$ cat config.mk
export PLATFORM = sky130hd
export DESIGN_NAME = lbl_combiner
export DESIGN_NICKNAME = d
export VERILOG_FILES = /design/src/rtl/lbl_pkg.sv /design/src/rtl/lbl_obj_tracker.sv /design/src/rtl/lbl_stage.sv /design/src/rtl/lbl_change_monitor.sv /design/src/rtl/lbl_combiner.sv
export SDC_FILE = /design/constraint.sdc
export NUM_CORES = 1
export LEC_CHECK = 0
export BUFFER_PORTS_ARGS = -buffer_cell sky130_fd_sc_hd__buf_2
export CORE_MARGIN = 10
export CORE_UTILIZATION = 35
export DETAILED_ROUTE_END_ITERATION = 7
export PLACE_DENSITY = 0.64
export SLEW_MARGIN = 20
export SYNTH_ARGS = -nofsm -noshare
export SYNTH_HDL_FRONTEND = slang
export SYNTH_HIERARCHICAL = 1
export SYNTH_SLANG_ARGS = --single-unit
$ cat constraint.sdc
create_clock -name clk -period 1.13 [get_ports clk]
set_input_delay 0.113 -clock clk [delete_from_list [all_inputs] [get_ports clk]]
set_output_delay 0.113 -clock clk [all_outputs]
set_load 0.05 [all_outputs]
$ cat src/rtl/lbl_pkg.sv
package lbl_pkg;

    // Operation performed by a pipeline stage on the label vector
    typedef enum logic [0:0] {
        OP_PASS = 1'b0,
        OP_AND  = 1'b1
    } stage_op_e;

    // Width of a counter holding 0..n-1 (at least one bit)
    function automatic int unsigned cnt_width(input int unsigned n);
        return (n <= 1) ? 1 : $clog2(n);
    endfunction

endpackage

$ cat src/rtl/lbl_obj_tracker.sv
module lbl_obj_tracker
    import lbl_pkg::*;
#(
    parameter int unsigned N = 5
) (
    input  logic clk,
    input  logic rst_n,
    input  logic valid_i,
    output logic first_o,
    output logic last_o
);

    localparam int unsigned IW = cnt_width(N);
    localparam logic [IW-1:0] LAST_IDX = IW'(N - 1);

    typedef struct packed {
        logic [IW-1:0] idx;
    } trk_t;

    trk_t st_d, st_q;

    always_comb begin
        st_d = st_q;
        if (valid_i) begin
            if (st_q.idx == LAST_IDX) begin
                st_d.idx = '0;
            end else begin
                st_d.idx = st_q.idx + 1'b1;
            end
        end
    end

    always_ff @(posedge clk or negedge rst_n) begin
        if (!rst_n) begin
            st_q <= '0;
        end else begin
            st_q <= st_d;
        end
    end

    assign first_o = (st_q.idx == '0);
    assign last_o  = (st_q.idx == LAST_IDX);

endmodule

$ cat src/rtl/lbl_stage.sv
module lbl_stage
    import lbl_pkg::*;
#(
    parameter int unsigned M  = 3,
    parameter stage_op_e   OP = OP_PASS
) (
    input  logic         clk,
    input  logic         rst_n,
    input  logic         i_valid,
    input  logic         i_first,
    input  logic         i_last,
    input  logic [M-1:0] i_vec,
    input  logic [M-1:0] i_old,
    output logic         o_valid,
    output logic         o_first,
    output logic         o_last,
    output logic [M-1:0] o_vec,
    output logic [M-1:0] o_old
);

    typedef struct packed {
        logic         valid;
        logic         first;
        logic         last;
        logic [M-1:0] vec;
        logic [M-1:0] old;
    } stg_t;

    stg_t st_d, st_q;
    logic [M-1:0] op_vec;

    generate
        if (OP == OP_AND) begin : g_and
            assign op_vec = i_vec & i_old;
        end else begin : g_pass
            assign op_vec = i_vec;
        end
    endgenerate

    always_comb begin
        st_d.valid = i_valid;
        st_d.first = i_valid & i_first;
        st_d.last  = i_valid & i_last;
        st_d.vec   = op_vec;
        st_d.old   = i_old;
        if (!i_valid) begin
            st_d.vec = '0;
            st_d.old = '0;
        end
    end

    always_ff @(posedge clk or negedge rst_n) begin
        if (!rst_n) begin
            st_q <= '0;
        end else begin
            st_q <= st_d;
        end
    end

    assign o_valid = st_q.valid;
    assign o_first = st_q.first;
    assign o_last  = st_q.last;
    assign o_vec   = st_q.vec;
    assign o_old   = st_q.old;

endmodule

$ cat src/rtl/lbl_change_monitor.sv
module lbl_change_monitor #(
    parameter int unsigned M = 3
) (
    input  logic         clk,
    input  logic         rst_n,
    input  logic         valid_i,
    input  logic         first_i,
    input  logic         last_i,
    input  logic [M-1:0] new_i,
    input  logic [M-1:0] old_i,
    output logic         sweep_end_o,
    output logic         consistent_o
);

    typedef struct packed {
        logic changed;
        logic sweep_end;
        logic consistent;
    } mon_t;

    mon_t st_d, st_q;
    logic any_diff;
    logic base;
    logic merged;

    assign any_diff = |(new_i ^ old_i);
    assign base     = first_i ? 1'b0 : st_q.changed;
    assign merged   = base | any_diff;

    always_comb begin
        st_d            = st_q;
        st_d.sweep_end  = 1'b0;
        st_d.consistent = 1'b0;
        if (valid_i) begin
            st_d.changed = merged;
            if (last_i) begin
                st_d.sweep_end  = 1'b1;
                st_d.consistent = ~merged;
            end
        end
    end

    always_ff @(posedge clk or negedge rst_n) begin
        if (!rst_n) begin
            st_q <= '0;
        end else begin
            st_q <= st_d;
        end
    end

    assign sweep_end_o  = st_q.sweep_end;
    assign consistent_o = st_q.consistent;

endmodule

$ cat src/rtl/lbl_combiner.sv
module lbl_combiner
    import lbl_pkg::*;
#(
    parameter int unsigned M = 3,
    parameter int unsigned N = 5
) (
    input  logic         clk,
    input  logic         rst_n,
    input  logic         in_valid,
    input  logic [M-1:0] in_evid,
    input  logic [M-1:0] in_old,
    output logic         out_valid,
    output logic [M-1:0] out_new,
    output logic [M-1:0] out_old,
    output logic         out_sweep_end,
    output logic         out_consistent
);

    // Register stage, pass, AND, pass, pass
    localparam int unsigned NSTG   = 5;
    localparam int unsigned AND_AT = 2;
    localparam int unsigned TAP    = NSTG - 1;

    logic         v_s   [0:NSTG];
    logic         f_s   [0:NSTG];
    logic         l_s   [0:NSTG];
    logic [M-1:0] vec_s [0:NSTG];
    logic [M-1:0] old_s [0:NSTG];

    assign v_s[0]   = in_valid;
    assign vec_s[0] = in_evid;
    assign old_s[0] = in_old;

    lbl_obj_tracker #(.N(N)) u_trk (
        .clk     (clk),
        .rst_n   (rst_n),
        .valid_i (in_valid),
        .first_o (f_s[0]),
        .last_o  (l_s[0])
    );

    generate
        for (genvar s = 0; s < NSTG; s++) begin : g_stg
            localparam stage_op_e SOP = (s == AND_AT) ? OP_AND : OP_PASS;
            lbl_stage #(.M(M), .OP(SOP)) u_stg (
                .clk     (clk),
                .rst_n   (rst_n),
                .i_valid (v_s[s]),
                .i_first (f_s[s]),
                .i_last  (l_s[s]),
                .i_vec   (vec_s[s]),
                .i_old   (old_s[s]),
                .o_valid (v_s[s+1]),
                .o_first (f_s[s+1]),
                .o_last  (l_s[s+1]),
                .o_vec   (vec_s[s+1]),
                .o_old   (old_s[s+1])
            );
        end
    endgenerate

    // Monitor registers in parallel with the last stage to stay aligned
    lbl_change_monitor #(.M(M)) u_mon (
        .clk          (clk),
        .rst_n        (rst_n),
        .valid_i      (v_s[TAP]),
        .first_i      (f_s[TAP]),
        .last_i       (l_s[TAP]),
        .new_i        (vec_s[TAP]),
        .old_i        (old_s[TAP]),
        .sweep_end_o  (out_sweep_end),
        .consistent_o (out_consistent)
    );

    assign out_valid = v_s[NSTG];
    assign out_new   = vec_s[NSTG];
    assign out_old   = old_s[NSTG];

endmodule

; ---- Word level (Yosys, flattened, before mapping)
; Cells that the tools add are included.
[op_classes]
addsub = 1
eq_ne = 1
n_mux = 9
bitwise_logic = 12
reduce_logical = 2
[op_table]
columns = op, count
row1 = two-way mux 6 bit, 5
row2 = bitwise AND 1 bit, 8
row3 = two-way mux 2 bit, 2
row4 = adder 3 x 1 -> 3 bit (second input constant), 1
row5 = bitwise AND 3 bit, 1
row6 = equality test 3 bit (second input constant), 1
row7 = logical NOT 3 bit, 1
row8 = two-way mux 3 bit, 1
row9 = OR reduction 3 bit, 1
row10 = XOR 3 bit, 1
row11 = two-way mux 1 bit, 1
row12 = NOT 1 bit, 1
row13 = OR 1 bit, 1
[word_totals]
register_bits = 49
in_bits = 9
output_inout_bits = 9
wordCells = 52

; ---- Longest topological paths before layout
; Gate-level depths: netlist of the first run.
[depth]
ltp_word = 6
ltp_mapped = 4

; ---- Cells and area by module
; Netlist of the first run, hierarchy kept.
[modules_own_cells]
columns = mod, n_inst, cells_per_inst, area_per_inst_um2
row1 = lbl_stage at g_stg[0].u_stg ..., 4, 17, 275.3
row2 = lbl_stage at g_stg[2].u_stg, 1, 17, 281.5
row3 = lbl_obj_tracker, 1, 17, 165.2
row4 = lbl_change_monitor, 1, 12, 138.9

; ---- Worst setup path before layout of the first run
; No wires, ideal clock.
[synth_timing]
path_kind = register to register
from = reg g_stg[3].u_stg.st_q, in the netlist g_stg[3].u_stg/o_old[1]
to = reg u_mon/st_q[2] (netlist name)
setup_time_ps = 126
t_arrival_ps = 939
required_time_ps = 1004
setup_slack_ps = 65
stages_incl_launch_ff = 4
path_buffers = 0
synth_period_minus_slack_ps = 1065
cell_sequence = dfrtp_1 > xnor2_1 > nand3_1 > o32a_1
[synth_between]
elab_chain_cells = 3
[synth_rtl]
columns = item, line_no
row1 = "start, declared", lbl_stage.sv:29  ; stg_t st_d, st_q;
row2 = "start signal, assigned", lbl_stage.sv:56  ; st_q <= st_d;
row3 = XOR 3 bit, lbl_change_monitor.sv:26  ; assign any_diff = |(new_i ^ old_i);
row4 = OR reduction 3 bit, lbl_change_monitor.sv:26
row5 = OR 1 bit, lbl_change_monitor.sv:28  ; assign merged = base | any_diff;
row6 = "end signal, assigned", lbl_change_monitor.sv:47  ; st_q <= st_d;
row7 = "end, declared", lbl_change_monitor.sv:21  ; mon_t st_d, st_q;
; No other way between the ends.
; A chain may end at the register's enable or synchronous reset.

; ---- Final worst setup path of the first run
; Same ends and word-level chain as after synthesis.

==> results of run 1 <==
final cells by class:
cell class	instances	area, µm²
clock buffer	6	82.6
fill	398	2500
inverter	3	11.3
timing repair buffer	20	123
multi-input combinational	58	389
sequential	49	1230
clock inverter	2	13.8
tap	52	65.1
critical path: cells and delay by family, from the launching register on:
kind | cells | cell delay (ns)
XOR/XNOR | 1 | 0.16
flip-flops | 1 | 0.38
AND/OR/NAND/NOR | 1 | 0.12
AO/OA/AOI/OAI | 1 | 0.31
how the worst max path moves through the flow:
stage                                       from                               to  cells after the start
6_report       g_stg[3].u_stg/o_old[1]$_DFF_PN0_        u_mon/st_q[2]$_DFFE_PN0P_                      3
5_1_grt                u_trk/st_q[0]$_DFFE_PN0P_        u_trk/st_q[2]$_DFFE_PN0P_                      3
4_1_cts                u_trk/st_q[0]$_DFFE_PN0P_  g_stg[0].u_stg/o_last$_DFF_PN0_                      4
3_5_place_dp   g_stg[3].u_stg/o_old[1]$_DFF_PN0_        u_mon/st_q[2]$_DFFE_PN0P_                      3
3_3_place_gp   g_stg[3].u_stg/o_old[1]$_DFF_PN0_        u_mon/st_q[2]$_DFFE_PN0P_                      3
2_1_floorplan  g_stg[3].u_stg/o_old[1]$_DFF_PN0_        u_mon/st_q[2]$_DFFE_PN0P_                      3
cells in the final DEF (no fill, tap or decap), drive strengths merged:
| master | n |
|---|---|
| or2 | 1 |
| inv | 3 |
| o21ai | 1 |
| clkbuf | 6 |
| a21oi | 1 |
| clkinv | 2 |
| o22ai | 1 |
| xnor2 | 1 |
| xor2 | 2 |
| nor4 | 1 |
| and2 | 37 |
| buf | 19 |
| o32a | 1 |
| nor2b | 1 |
| ha | 2 |
| nand3 | 1 |
| nand2 | 1 |
| and3 | 3 |
| dlygate4sd3 | 1 |
| dfrtp | 49 |
| nand2b | 3 |
| a31oi | 1 |
where the power goes:
| part | internal [mW] | switching [mW] | total (mW) |
|---|---|---|---|
| Clock | 0.495 | 0.516 | 1.01 |
| Combinational | 0.163 | 0.171 | 0.334 |
| Sequential | 1.88 | 0.0694 | 1.95 |
| Total | 2.54 | 0.757 | 3.29 |
what timing repair did:
action,CTS,global route
gates resized for setup,0,1
endpoints found under the setup margin,1,4
pin swaps,2,1
endpoints found under the hold margin,49,0
hold buffers,1,0
through the flow:
stage | cell area, µm² | hold slack [ns] | utilization (%)
CTS | 1910 | 0.0187 | 43.2
detailed placement | 1800 | 0.112 | 40.8
global placement | 1800 | 0.107 | 40.8
finish | 1910 | 0.0276 | 43.3
global route | 1910 | 0.0270 | 43.3
floorplan | 1620 | -0.183 | -
sequential cells by signal (all words and copies together), names as in the netlist, 3 cells and up:
| name | cells |
|---|---|
| g_stg.u_stg/o_last | 4 |
| g_stg.u_stg/o_valid | 5 |
| g_stg.u_stg/o_first | 4 |
| g_stg.u_stg/o_old | 15 |
| u_trk/st_q | 3 |
| g_stg.u_stg/o_vec | 15 |
layer usage:
layer	vias up	routed length, µm
li1	400	-
met1	389	693
met2	22	1090
met3	4	215
met4	0	21
met5	-	0
==> results.py, run 1 <==
metrics = {
    "outcome": {
        "status": "complete, no violations",
    },
    "sta": {
        "period_needed_ns": 1.08,
        "setup_slack_ns": 0.0477,
        "slew_viol_final": 0,
        "fin_crit_sh_pct": 95.8,
        "relSlewSlack_pct": 82.7,
        "fmax_mhz": 924,
        "rsz0062_at_grt": "true",
        "finalSetupTns_ns": 0,
        "final_hold_viol_count": 0,
        "setup_viol": 0,
        "worst_pin_slew_ns": 0.259,
        "skew_ns": 0.00290,
    },
    "final_layout": {
        "syn2layout_area_growth_pct": 17.6,
        "final_layout_size_suffix_gt1_share_pct": 23.9,
        "nets": 148,
        "diodes": 0,
        "instances_no_fill": 190,
    },
    "critical_path": {
        "r2r.worst_path.cells": 3,
        "setup.worst_path.class": "flop to flop",
        "cp_data_required_time_ns": 1.31,
        "cp-end-kind": "flop",
        "worstReg2RegStart": "g_stg[3].u_stg/o_old[1]$_DFF_PN0_",
        "slowest_delay_ns": 0.38,
        "path_max_fanout": 2,
        "crit_slowest_cell": "dfrtp_1",
        "path_cells": "xnor2_1 -> nand3_1 -> o32a_1",
        "r2r_slack_ns": 0.05,
        "arrival_ns": 1.26,
        "cp-start-kind": "flop",
        "worst_r2r_endpoint": "u_mon/st_q[2]$_DFFE_PN0P_",
    },
    "routing": {
        "ant_nets": 0,
        "drc": 0,
        "routed_wl_um": 2020,
        "routedWlPerCell_um": 10.6,
        "routed_via_density": 4.29,
        "dr.pass1.iters": 4,
        "first_iter_violations": 48,
        "via_count": 815,
    },
    "grt": {
        "grtUsageMet3_pct": 3.25,
        "busiest_layer": "met2",
        "grt_usage_pct": 5.88,
        "grt_max_degree": 50,
        "grt_overflow_total": 0,
        "met1_usage_pct": 4.80,
        "grt_antenna_before_repair": 0,
        "grt_pass1_wl_um": 3510,
        "grt_pass1_vias": 882,
        "grtUsageMet2_pct": 10.6,
    },
    "clock_network": {
        "htreeDepth": 2,
        "cts_made_buffers": 5,
        "cts_tree": "built",
        "insertion_delay_ns": 0.29,
        "clockBufferDepth": 2,
        "cts.sinks": 49,
        "clkTransAtPathRegs_ns": 0.08,
        "cts_post_setup_buffers_inserted": 0,
        "clk_root_buffer_cell": "clkbuf_8",
    },
    "flow_run": {
        "max_cap_viol_count": 0,
    },
    "power": {
        "total_power_mw": 3.29,
        "p_per_area_nw_per_um2": 1720,
        "ir_drop_mv": 0.967,
        "cellLeakagePower_nw": 0.996,
    },
    "die": {
        "dieWidth_um": 88.1,
        "die_h_um": 88.1,
        "initial_core_util_pct": 36.8,
        "fp-row-count": 24,
        "die-area_um2": 7770,
        "pin_count": 18,
        "core_region_area_um2": 4410,
    },
    "hold_path": {
        "worstHoldEndpoint": "g_stg[0].u_stg/o_old[2]$_DFF_PN0_",
        "hold-path-cell-count": 2,
        "hp-class": "input port to flop",
        "holdCritStartpoint": "in_old[2]",
    },
    "logic_synthesis": {
        "synthesis.nets": 121,
        "avgSynthCellArea_um2": 14.8,
        "synthesis.area_um2": 1620,
        "synth_cells": 110,
        "ys_warn_count": 6,
    },
    "place": {
        "port_buffers": 17,
        "post-place-cells": 181,
        "dp_slack_ns": -0.0161,
        "gp_congestion": 0.705,
        "hpwlAfterDp_um": 1440,
    },
}
(Power assumes the default switching activity.)
==> inputs of run 2 (changes only) <==
--- a/config.mk
+++ b/config.mk
@@ -5,6 +5,7 @@
 export SDC_FILE = /design/constraint.sdc
 export NUM_CORES = 1
 export LEC_CHECK = 0
+export ABC_AREA = 1
 export BUFFER_PORTS_ARGS = -buffer_cell sky130_fd_sc_hd__buf_2
 export CORE_MARGIN = 10
 export CORE_UTILIZATION = 35
==> results.py, run 2 <==
metrics = {
    "outcome": {
        "status": "complete, no violations",
    },
    "die": {
        "pin_count": 18,
        "initial_core_util_pct": 36.4,
        "core_region_area_um2": 4750,
        "die_h_um": 90.3,
        "fp-row-count": 25,
        "die-area_um2": 8160,
        "dieWidth_um": 90.3,
    },
    "sta": {
        "slew_viol_final": 0,
        "final_hold_viol_count": 0,
        "setup_viol": 0,
        "relSlewSlack_pct": 83.0,
        "finalSetupTns_ns": 0,
        "fin_crit_sh_pct": 89.5,
        "worst_pin_slew_ns": 0.255,
        "period_needed_ns": 1.01,
        "holdWs_ns": 0.0115,
        "skew_ns": 0.00541,
        "rsz0062_at_grt": "false",
        "fmax_mhz": 989,
    },
    "routing": {
        "routed_via_density": 3.74,
        "via_count": 1016,
        "first_iter_violations": 48,
        "drc": 0,
        "routed_wl_um": 2060,
        "ant_nets": 0,
        "routedWlPerCell_um": 7.57,
        "dr.pass1.iters": 3,
    },
    "final_layout": {
        "seq_area_um2": 1230,
        "mostFrequentLayoutCells": "53 x nand2_1, 52 x inv_1, 49 x dfrtp_1",
        "syn2layout_area_growth_pct": 18.4,
        "final_layout_size_suffix_gt1_share_pct": 12.2,
        "final_common_cell": "nand2_1",
        "multi_input_area_um2": 292,
        "final_util_pct": 43.1,
        "nets": 215,
        "fin_area_um2": 2050,
        "fill_cells": 466,
        "diodes": 0,
    },
    "logic_synthesis": {
        "synthesis.nets": 187,
        "synth_cells": 176,
        "avgSynthCellArea_um2": 9.83,
        "synthesis.area_um2": 1730,
        "ys_warn_count": 6,
    },
    "flow_run": {
        "max_cap_viol_count": 0,
    },
    "critical_path": {
        "setup.worst_path.class": "flop to flop",
        "cp-end-kind": "flop",
        "cp_data_required_time_ns": 1.32,
        "r2r_slack_ns": 0.12,
        "path_max_fanout": 3,
        "arrival_ns": 1.20,
        "cp-start-kind": "flop",
    },
    "grt": {
        "grt_overflow_total": 0,
        "grt_antenna_before_repair": 0,
        "grt_pass1_wl_um": 3690,
        "grt_pass1_vias": 931,
        "grt_max_degree": 50,
        "grt_usage_pct": 5.64,
    },
    "place": {
        "port_buffers": 17,
        "placed_area_um2": 1910,
        "gp_congestion": 0.765,
        "hpwlAfterDp_um": 1310,
    },
    "clock_network": {
        "insertion_delay_ns": 0.29,
        "htreeDepth": 2,
        "clk_root_buffer_cell": "clkbuf_8",
        "cts.sinks": 49,
        "clockBufferDepth": 2,
        "cts_made_buffers": 5,
        "clkTransAtPathRegs_ns": 0.08,
        "cts_tree": "built",
    },
    "power": {
        "ir_drop_mv": 1.14,
        "total_power_mw": 3.27,
        "cellLeakagePower_nw": 1.31,
        "p_per_area_nw_per_um2": 1590,
    },
    "hold_path": {
        "hp-class": "input port to flop",
    },
}
==> run 2: worst paths after layout <==
| path | start | to | cells past startpoint |
|---|---|---|---|
| max in group asynchronous | rst_n | g_stg[2].u_stg/o_vec[0]$_DFF_PN0_ | 3 |
| min | in_evid[1] | g_stg[0].u_stg/o_vec[1]$_DFF_PN0_ | 3 |
| max reg2reg | u_trk/st_q[0]$_DFFE_PN0P_ | g_stg[0].u_stg/o_last$_DFF_PN0_ | 6 |
| max | u_trk/st_q[0]$_DFFE_PN0P_ | g_stg[0].u_stg/o_last$_DFF_PN0_ | 6 |
| min in group asynchronous | rst_n | g_stg[4].u_stg/o_vec[0]$_DFF_PN0_ | 3 |
| min reg2reg | g_stg[2].u_stg/o_vec[2]$_DFF_PN0_ | g_stg[3].u_stg/o_vec[2]$_DFF_PN0_ | 2 |
==> run 2: metal layers <==
| metal | vias to the layer above | track usage [%] | routed length [µm] |
|---|---|---|---|
| li1 | 535 | - | - |
| met1 | 449 | 4.95 | 869 |
| met2 | 24 | 9.38 | 939 |
| met3 | 8 | 3.41 | 194 |
| met4 | 0 | 3.98 | 56 |
| met5 | - | 0 | 0 |
==> run 2: per-stage QoR <==
stage,setup WS (ns),std cells
2_1_floorplan,0.204,176
3_3_place_gp,0.171,258
3_5_place_dp,0.145,258
4_1_cts,0.119,272
5_1_grt,0.0244,272
6_report,0.119,272
==> run 2: power by group <==
part / leakage, nW / internal, mW / switching, mW
sequential: 0.651 / 1.88 / 0.0825
clock: 0.0395 / 0.440 / 0.498
combinational: 0.615 / 0.151 / 0.215
==> run 2: repair_timing <==
| action | 4_1_cts | 5_1_grt |
|---|---|---|
| gates resized for setup | 0 | 1 |
| setup buffers | 0 | 0 |
| endpoints found under the setup margin | 0 | 1 |
| hold endpoints to repair | 54 | 0 |
| hold buffers | 6 | 0 |
==> run 2: final cells by class <==
type                       count  area share, %
tap                           67           4.09
timing repair buffer          25           8.42
inverter                      52           9.52
multi-input combinational     71           14.2
sequential                    49           59.8
clock buffer                   8           3.91
==> run 2: worst max-delay path, stage by stage (launching register included) <==
cell and delay [ns]:
dfrtp_1 0.37, inv_1 0.07, ha_1 0.23, nand2_2 0.10, inv_1 0.04, nand2_1 0.05
inv_1 0.04
==> inputs of run 3 (changes only) <==
--- a/config.mk
+++ b/config.mk
@@ -10,7 +10,7 @@
 export CORE_MARGIN = 10
 export CORE_UTILIZATION = 35
 export DETAILED_ROUTE_END_ITERATION = 7
-export PLACE_DENSITY = 0.64
+export PLACE_DENSITY_LB_ADDON = 0.12
 export SLEW_MARGIN = 20
 export SYNTH_ARGS = -nofsm -noshare
 export SYNTH_HDL_FRONTEND = slang
==> constraint.sdc (replaced) <==
create_clock -name clk -period 1.13 [get_ports clk]
set_input_delay 0.226 -clock clk [delete_from_list [all_inputs] [get_ports clk]]
set_output_delay 0.226 -clock clk [all_outputs]
set_load 0.05 [all_outputs]
==> results.py, run 3 (synthesis gave the netlist of run 2 again) <==
metrics = {
    "place": {
        "hpwlAfterDp_um": 1630,
        "port_buffers": 17,
        "gp_congestion": 0.755,
        "dp_slack_ns": 0.101,
    },
    "critical_path": {
        "cp-end-kind": "output pin",
        "path_max_fanout": 1,
        "cp-start-kind": "flop",
        "cp_num_buf_inv": 1,
        "worst_r2r_endpoint": "u_trk/st_q[2]$_DFFE_PN0P_",
        "r2r_slack_ns": 0.09,
        "setup.worst_path.class": "flop to output pin",
        "worstReg2RegStart": "u_trk/st_q[0]$_DFFE_PN0P_",
        "r2r.worst_path.cells": 5,
        "cp_data_required_time_ns": 0.90,
        "startpoint": "g_stg[4].u_stg/o_vec[1]$_DFF_PN0_",
        "path_cells": "buf_2",
        "critical_path.top_delay_family": "flip-flops",
        "crit_slowest_cell": "dfrtp_1",
        "slowest_delay_ns": 0.32,
        "arrival_ns": 0.86,
    },
    "grt": {
        "grt_pass1_vias": 1073,
        "grt_antenna_before_repair": 0,
        "grt_max_degree": 24,
        "grt_overflow_total": 0,
        "grt_pass1_wl_um": 4270,
        "grt_usage_pct": 6.33,
    },
    "routing": {
        "ant_nets": 0,
        "drc": 0,
        "dr.pass1.iters": 2,
        "routedWlPerCell_um": 8.43,
        "routed_via_density": 3.77,
        "first_iter_violations": 50,
        "via_count": 1013,
        "routed_wl_um": 2270,
    },
    "final_layout": {
        "mostFrequentLayoutCells": "54 x nand2_1, 52 x inv_1, 49 x dfrtp_1",
        "final_layout_size_suffix_gt1_share_pct": 14.4,
        "syn2layout_area_growth_pct": 19.1,
        "nets": 212,
        "final_common_cell": "nand2_1",
        "diodes": 0,
        "fill_cells": 477,
        "final_util_pct": 43.3,
    },
    "clock_network": {
        "insertion_delay_ns": 0.29,
        "cts_made_buffers": 5,
        "clk_root_buffer_cell": "clkbuf_8",
        "cts_tree": "built",
        "cts.sinks": 49,
        "clkTransAtPathRegs_ns": 0.08,
        "clockBufferDepth": 2,
        "htreeDepth": 2,
    },
    "sta": {
        "setup_viol": 0,
        "holdWs_ns": 0.111,
        "slew_viol_final": 0,
        "skew_ns": 0.00466,
        "finalSetupTns_ns": 0,
        "final_hold_viol_count": 0,
        "period_needed_ns": 1.09,
        "setup_slack_ns": 0.0410,
        "worst_pin_slew_ns": 0.347,
        "fmax_mhz": 918,
        "fin_crit_sh_pct": 96.4,
        "relSlewSlack_pct": 76.9,
        "rsz0062_at_grt": "false",
    },
    "die": {
        "die_h_um": 90.3,
        "initial_core_util_pct": 36.4,
        "die-area_um2": 8160,
        "core_region_area_um2": 4750,
        "dieWidth_um": 90.3,
        "pin_count": 18,
        "fp-row-count": 25,
    },
    "power": {
        "cellLeakagePower_nw": 1.31,
        "p_per_area_nw_per_um2": 1640,
        "total_power_mw": 3.38,
        "ir_drop_mv": 0.881,
    },
    "outcome": {
        "status": "complete, no violations",
    },
    "hold_path": {
        "hp-class": "input port to flop",
        "holdCritStartpoint": "in_old[2]",
        "hold-path-cell-count": 3,
        "worstHoldEndpoint": "g_stg[0].u_stg/o_old[2]$_DFF_PN0_",
    },
    "flow_run": {
        "max_cap_viol_count": 0,
    },
}
-- run 3: cell count changes in the layout (fill, tap and decap cells not counted), sizes merged --
| cell | change |
|---|---|
| buf | -5 |
| clkbuf | +5 |
| dlygate4sd3 | -5 |
| clkinv | +2 |
-- run 3: layout make-up --
type                            instances  area [µm²]  share of cell area (%)
Clock buffer                            6        82.6                    4.01
Clock inverter                          2        13.8                   0.668
Timing Repair Buffer                   22         170                    8.26
Tap cell                               67        83.8                    4.07
Multi-Input combinational cell         71         289                    14.0
Inverter                               52         195                    9.47
Sequential cell                        49        1230                    59.5
-- run 3: worst max-delay path by stage --
stage | to | slack [ns] | depth (start not counted)
final | out_new[1] | 0.04 | 1
after global routing | out_new[2] | 0.00008 | 1
after CTS | out_consistent | 0.01 | 1
after detailed placement | g_stg[0].u_stg/o_last$_DFF_PN0_ | 0.10 | 6
after global placement | g_stg[0].u_stg/o_last$_DFF_PN0_ | 0.18 | 6
after floorplan | g_stg[0].u_stg/o_last$_DFF_PN0_ | 0.20 | 6
-- run 3: metrics by stage --
stage | area [µm²] | cells
6_report | 2060 | 269
5_1_grt | 2060 | 269
4_1_cts | 2030 | 268
3_5_place_dp | 1930 | 259
3_3_place_gp | 1930 | 259
2_1_floorplan | 1730 | 176
-- run 3: routing by layer --
metal / GRT usage [%] / vias to the layer above / share of wire [%]
met5: 0 / - / 0
met4: 3.58 / 0 / 1.7
met3: 2.99 / 5 / 5.8
met2: 11.3 / 21 / 52
met1: 5.80 / 461 / 41
li1: - / 526 / -
-- run 3: worst reg2reg max path: stages, from the launching register on --
cell     delay, ns
dfrtp_1       0.38
buf_4         0.14
ha_1          0.22
nor2_1        0.11
nor2_1        0.05
nor2_1        0.08
-- run 3: power breakdown --
| group | internal (mW) | switching [mW] |
|---|---|---|
| logic | 0.165 | 0.231 |
| registers | 1.88 | 0.0762 |
| clock network | 0.496 | 0.531 |
-- run 3: what timing repair did --
action	in CTS	in global routing
hold buffers	1	0
setup buffers	0	1
endpoints found under the setup margin	0	9
gates resized for setup	0	9
hold endpoints to repair	11	0
